--- config.mk ---
export PLATFORM = sky130hd
export DESIGN_NAME = legacy_sysctl_ports
export DESIGN_NICKNAME = d
export VERILOG_FILES = /design/src/rtl/sysctl_pkg.sv /design/src/rtl/io_port_decode.sv /design/src/rtl/sysctl_ctrl_reg.sv /design/src/rtl/ferr_latch.sv /design/src/rtl/legacy_sysctl_ports.sv
export SDC_FILE = /design/constraint.sdc
export NUM_CORES = 1
export LEC_CHECK = 0
export ABC_AREA = 1
export BUFFER_PORTS_ARGS = -buffer_cell sky130_fd_sc_hd__buf_2
export CAP_MARGIN = 10
export CORE_MARGIN = 2
export CORE_UTILIZATION = 45
export CTS_CLUSTER_SIZE = 40
export DETAILED_ROUTE_END_ITERATION = 8
export PLACE_DENSITY = 0.77
export SLEW_MARGIN = 20
export SYNTH_ARGS = -nofsm -noshare
export SYNTH_HDL_FRONTEND = slang
export SYNTH_SLANG_ARGS = --single-unit
--- constraint.sdc ---
create_clock -name clk -period 0.95 [get_ports clk]
set_input_delay 0.095 -clock clk [delete_from_list [all_inputs] [get_ports clk]]
set_output_delay 0.095 -clock clk [all_outputs]
set_load 0.03 [all_outputs]
--- src/rtl/sysctl_pkg.sv ---
package sysctl_pkg;
  localparam int unsigned BYTE_W = 8;
  localparam int unsigned RST_BIT = 0;
  localparam int unsigned A20_BIT = 1;

  // value returned by the write-sink ports
  function automatic logic [BYTE_W-1:0] sink_byte();
    return {BYTE_W{1'b1}};
  endfunction

  // next control byte: device reset drops only the reset-request bit
  function automatic logic [BYTE_W-1:0] ctrl_next(
      input logic [BYTE_W-1:0] cur,
      input logic              wr,
      input logic [BYTE_W-1:0] wdata,
      input logic              dev_rst);
    logic [BYTE_W-1:0] n;
    n = cur;
    if (dev_rst) n[RST_BIT] = 1'b0;
    else if (wr) n = wdata;
    return n;
  endfunction
endpackage

--- src/rtl/io_port_decode.sv ---
module io_port_decode #(
  parameter int unsigned ADDR_W    = 16,
  parameter logic [ADDR_W-1:0] CTL_ADDR  = 'h92,
  parameter logic [ADDR_W-1:0] POST_ADDR = 'h80,
  parameter logic [ADDR_W-1:0] FCLR_ADDR = 'hF0
) (
  input  logic [ADDR_W-1:0] addr,
  input  logic              rd,
  input  logic              wr,
  input  logic              wide,
  output logic              wr_ctl,
  output logic              wr_fclr,
  output logic              rd_ctl,
  output logic              rd_sink,
  output logic              acc_hit
);
  localparam int unsigned NPORT = 3;
  localparam int unsigned IDX_CTL  = 0;
  localparam int unsigned IDX_POST = 1;
  localparam int unsigned IDX_FCLR = 2;
  localparam logic [NPORT*ADDR_W-1:0] PORT_TABLE = {FCLR_ADDR, POST_ADDR, CTL_ADDR};

  logic [NPORT-1:0] match;
  logic             byte_ok;

  generate
    for (genvar g = 0; g < NPORT; g++) begin : g_match
      assign match[g] = (addr == PORT_TABLE[g*ADDR_W +: ADDR_W]);
    end
  endgenerate

  assign byte_ok = !wide;
  assign wr_ctl  = wr & byte_ok & match[IDX_CTL];
  assign wr_fclr = wr & byte_ok & match[IDX_FCLR];
  assign rd_ctl  = rd & byte_ok & match[IDX_CTL];
  assign rd_sink = rd & byte_ok & (match[IDX_POST] | match[IDX_FCLR]);
  assign acc_hit = (rd | wr) & byte_ok & (|match);
endmodule

--- src/rtl/sysctl_ctrl_reg.sv ---
module sysctl_ctrl_reg
  import sysctl_pkg::*;
(
  input  logic              clk,
  input  logic              rst_n,
  input  logic              dev_rst,
  input  logic              wr_en,
  input  logic [BYTE_W-1:0] wdata,
  output logic [BYTE_W-1:0] ctrl_q,
  output logic              reset_pulse
);
  logic fire_reset;
  assign fire_reset = wr_en & wdata[RST_BIT] & !dev_rst;

  always_ff @(posedge clk or negedge rst_n) begin
    if (!rst_n) begin
      ctrl_q      <= '0;
      reset_pulse <= 1'b0;
    end else begin
      ctrl_q      <= ctrl_next(ctrl_q, wr_en, wdata, dev_rst);
      reset_pulse <= fire_reset;
    end
  end

  // every pulse traces back to a qualifying write one cycle earlier
  a_r3_pulse_has_cause: assert property (@(posedge clk) disable iff (!rst_n)
    reset_pulse |-> $past(wr_en && wdata[RST_BIT] && !dev_rst));

  // device reset keeps the upper bits and clears bit 0
  a_r4_devrst_keeps_upper: assert property (@(posedge clk) disable iff (!rst_n)
    dev_rst |=> (ctrl_q[BYTE_W-1:1] == $past(ctrl_q[BYTE_W-1:1])) && !ctrl_q[RST_BIT]);

  // no reset pulse follows a device-reset cycle
  a_r4_devrst_no_pulse: assert property (@(posedge clk) disable iff (!rst_n)
    dev_rst |=> !reset_pulse);
endmodule

--- src/rtl/ferr_latch.sv ---
module ferr_latch (
  input  logic clk,
  input  logic rst_n,
  input  logic set_evt,
  input  logic clr_wr,
  output logic ferr_q
);
  always_ff @(posedge clk or negedge rst_n) begin
    if (!rst_n)       ferr_q <= 1'b0;
    else if (set_evt) ferr_q <= 1'b1;
    else if (clr_wr)  ferr_q <= 1'b0;
  end

  // an event always leaves the line high, even against a clear
  a_r7_event_wins: assert property (@(posedge clk) disable iff (!rst_n)
    set_evt |=> ferr_q);

  // the line only falls after a clear write
  a_r6_held_until_clear: assert property (@(posedge clk) disable iff (!rst_n)
    (ferr_q && !clr_wr) |=> ferr_q);
endmodule

--- src/rtl/legacy_sysctl_ports.sv ---
module legacy_sysctl_ports
  import sysctl_pkg::*;
#(
  parameter int unsigned ADDR_W = 16,
  parameter logic [ADDR_W-1:0] CTL_ADDR  = 'h92,
  parameter logic [ADDR_W-1:0] POST_ADDR = 'h80,
  parameter logic [ADDR_W-1:0] FCLR_ADDR = 'hF0
) (
  input  logic              clk,
  input  logic              rst_n,
  input  logic              dev_rst,
  input  logic [ADDR_W-1:0] io_addr,
  input  logic              io_rd,
  input  logic              io_wr,
  input  logic              io_wide,
  input  logic [7:0]        io_wdata,
  output logic [7:0]        io_rdata,
  output logic              io_ack,
  input  logic              fpu_err,
  input  logic              kbc_a20,
  output logic              a20_gate,
  output logic              sys_reset_req,
  output logic              ferr_irq
);
  logic wr_ctl, wr_fclr, rd_ctl, rd_sink, acc_hit;
  logic [BYTE_W-1:0] ctrl_q;
  logic [BYTE_W-1:0] rdata_d;

  io_port_decode #(
    .ADDR_W(ADDR_W), .CTL_ADDR(CTL_ADDR), .POST_ADDR(POST_ADDR), .FCLR_ADDR(FCLR_ADDR)
  ) i_dec (
    .addr(io_addr), .rd(io_rd), .wr(io_wr), .wide(io_wide),
    .wr_ctl(wr_ctl), .wr_fclr(wr_fclr), .rd_ctl(rd_ctl),
    .rd_sink(rd_sink), .acc_hit(acc_hit)
  );

  sysctl_ctrl_reg i_ctrl (
    .clk(clk), .rst_n(rst_n), .dev_rst(dev_rst), .wr_en(wr_ctl),
    .wdata(io_wdata), .ctrl_q(ctrl_q), .reset_pulse(sys_reset_req)
  );

  ferr_latch i_ferr (
    .clk(clk), .rst_n(rst_n), .set_evt(fpu_err), .clr_wr(wr_fclr), .ferr_q(ferr_irq)
  );

  assign a20_gate = ctrl_q[A20_BIT] | kbc_a20;

  always_comb begin
    rdata_d = '0;
    if (rd_ctl)       rdata_d = ctrl_q;
    else if (rd_sink) rdata_d = sink_byte();
  end

  always_ff @(posedge clk or negedge rst_n) begin
    if (!rst_n) begin
      io_ack   <= 1'b0;
      io_rdata <= '0;
    end else begin
      io_ack   <= acc_hit;
      io_rdata <= rdata_d;
    end
  end

  // keyboard request always opens the gate
  a_r2_kbc_opens_gate: assert property (@(posedge clk) disable iff (!rst_n)
    kbc_a20 |-> a20_gate);

  // an acknowledge needs a decoded access one cycle before
  a_r8_ack_needs_hit: assert property (@(posedge clk) disable iff (!rst_n)
    io_ack |-> $past(acc_hit));

  // wide accesses are never acknowledged
  a_r9_wide_no_ack: assert property (@(posedge clk) disable iff (!rst_n)
    io_wide |=> !io_ack);
endmodule

==> impl_results.md <==
* CTS root buf: clkbuf_4
* Leak Pwr at 0.000802 uW
* Diode count at 0
* Max Slew Vio Count at 0
* Crit path kind: reg2out
* CP Launch Type: flop
* Fill count at 161
* TritonCTS buffer count at 3
* Final worst slack at -0.193 ns
* Top achievable clock speed at approximately 900 MHz
* Hold Slack at between 0.04 and 0.05 ns
* Violated checks: setup timing
* Crit path DAT at about 1.1 ns
* H-tree depth at 1
* Yosys warning total at 0
* Routed Antenna Nets at 0
* Total gr overflow at 0
* HP Class: in2reg
* Die H at 50.0 um
* Peak supply drop at a little under 0.9 mV
* WL/cell at about 10 um
* Drt total wl at around 2000 um
* First drt pass iteration count at 4
* GRT Total Usage at ~18%
* Unique masters post-synth at 19
* Reg2Reg Launch Point: i_ctrl.ctrl_q[1]$_DFFE_PN0P_
* Initial antenna violation count at 0
* Synthesized Nets at roughly 150
* Die area at between 2000 and 3000 um2
* Maximum clock insertion buffer count at 2
* Pre-CTS WS at -0.121 ns
* Critical R2R Capture: io_rdata[1]$_DFF_PN0_
* Power, Total at 1370 uW
* Clk Latency, worst-skew pair at roughly 0.29 ns
* Period utilization at 120%
* Worst slew pin tran at 0.402 ns
* Port bufs at between 40 and 50
* Initial Utilization at 48.1%
* First-pass GRT wire length at around 3500 um
* Post-synth EDFFs at 0
* Setup crit end: a20_gate
* Syn Inst Count at 121
* Total power per unit cell area at slightly above 1000 nW/um2
* WP data required at between 0.8 and 0.9 ns
* Clock input transition at the sequential cells of the worst setup and hold paths at 0.10 ns
* Top-area cell type share of the netlist area at about half
* Max-cap check violation count at 0
* Crit path launch: i_ctrl.ctrl_q[1]$_DFFE_PN0P_
* Setup violators final at 1
* Cell Area, Synth at roughly 950 um2
* CTS tree: yes
* Num rows at 16
* Clock skew at around 0.011 ns
* Via count at around 920
* Post-synth ARST share at between 90% and 100%
* Layout cell share with drive strength beyond 1 at 36.7%
* Reg-to-reg slack, setup at ~0.050 ns
* Nets at 210
* Most common cell after layout, fill and taps aside: nand2_1
* Largest net degree at the start of global routing at 20
* RSZ-0062 raised after global routing: yes
* Crit-path max FO at 2
* Finished Cell Area at 1340 um2
* RePlAce Congestion at between 0.8 and 0.9
* I/O pin total at 44
* Seq cells post-synth at 19
* Main synth FF type: dfrtp_1
* Seq/Total Area, Yosys at about half
* Area growth, synth to finish at 40.7%
* Core Area at roughly 2000 um2
* Post-detail-place hpwl at between 1500 and 2000 um
* Cell taking the most area after synthesis: dfrtp_1
* Worst Setup End Kind: primary output
* Status: finished, violations left
* Vias in the first global route at between 800 and 900
* Period minus WS final at 1.14 ns
* CTS sink cnt at 19
* Vias per cell at 4.49
* Syn Area/Cell at ~7.9 um2
* 1st-iter DRT viols at 6
* Most frequent cells in the layout: 38 x nand2_1, 37 x buf_2, 19 x dfrtp_1, 13 x inv_1, 13 x nor2_1
* Die width at 50.0 um
* Register-to-Register Path Depth at 4
* Relative slew slack at 73.2%
* Synth top area cells: dfrtp_1 50%, nand2_1 15%, nand3_1 5.8%
* Area of placed instances at 1240 um2
* Final hold vios at 0
* DRC viols at 0
cells in the mapped netlist, types with 2 or more instances:
cell type  instances
inv_1             13
nand2_1           38
a21oi_1            2
nand2_2            2
nor2_2             4
dfrtp_1           19
clkinv_1           2
nand4_1            8
nand3_1           11
nor2_1            13
registers in the layout, indices dropped and copies added (netlist names):
signal	cells
i_ferr.ferr_q	1
i_ctrl.ctrl_q	8
io_rdata	8
io_ack	1
i_ctrl.reset_pulse	1
per-layer routing:
layer	up-vias	global-route usage (%)	part of all wire (%)	wire, um
met2	26	30.9	53	1070
met3	0	5.45	5.9	121
met5	-	0	0	0
met1	396	22.3	41	843
li1	493	-	-	-
met4	0	3.24	0	0
area by class of cell:
cell class,count,area [um2],share of cell area [%]
well taps,27,33.8,2.52
flip-flops and latches,19,475,35.4
multi-input cells,84,402,29.9
repair buffers,54,344,25.7
inverters,16,60.1,4.48
clock buffers,4,26.3,1.96
critical path, stage by stage (launching register included):
cell and delay, ns:
dfrtp_1 0.39, or2_4 0.23, buf_6 0.14
logic make-up (layout without fill, tap and decap cells):
family	after synthesis	in the layout	synth area share [%]
and+or+nand+nor	81	81	40.0
DFF	19	19	49.9
buffers and inverters	18	74	8.27
AOI/OAI and AO/OA	3	3	1.84
worst min-delay path by stage:
stage | start | end | slack (ns) | cells after the start
2_1_floorplan | rst_n | i_ctrl.ctrl_q[0]$_DFFE_PN0P_ | -0.20 | 0
3_3_place_gp | rst_n | io_rdata[1]$_DFF_PN0_ | 0.04 | 1
3_5_place_dp | rst_n | io_rdata[1]$_DFF_PN0_ | 0.05 | 1
4_1_cts | io_wdata[1] | i_ctrl.ctrl_q[1]$_DFFE_PN0P_ | 0.04 | 3
5_1_grt | io_wdata[1] | i_ctrl.ctrl_q[1]$_DFFE_PN0P_ | 0.05 | 3
6_report | io_wdata[6] | i_ctrl.ctrl_q[6]$_DFFE_PN0P_ | 0.05 | 3
where the power goes:
part / leakage, uW / switching (uW) / internal, uW
combinational: 0.000527 / 96.6 / 85.9
clock: 0.0000150 / 217 / 163
sequential: 0.000260 / 0.0193 / 808
timing repair:
action	in CTS	in global routing
hold buffers	3	0
gates cloned	0	0
setup endpoints to repair	1	6
setup buffers	1	1
gates resized for setup	3	12
hold endpoints to repair	21	0
pin swaps	1	0
metrics by stage:
step	setup TNS (ns)	cells	utilization (%)
final	-0.193	204	67.7
after global routing	-0.237	204	67.7
after CTS	-0.200	203	66.3
after detailed placement	-1.50	195	62.6
after global placement	-1.15	195	62.6
after floorplan	0	121	-
Power figures use the tool's default switching activity.
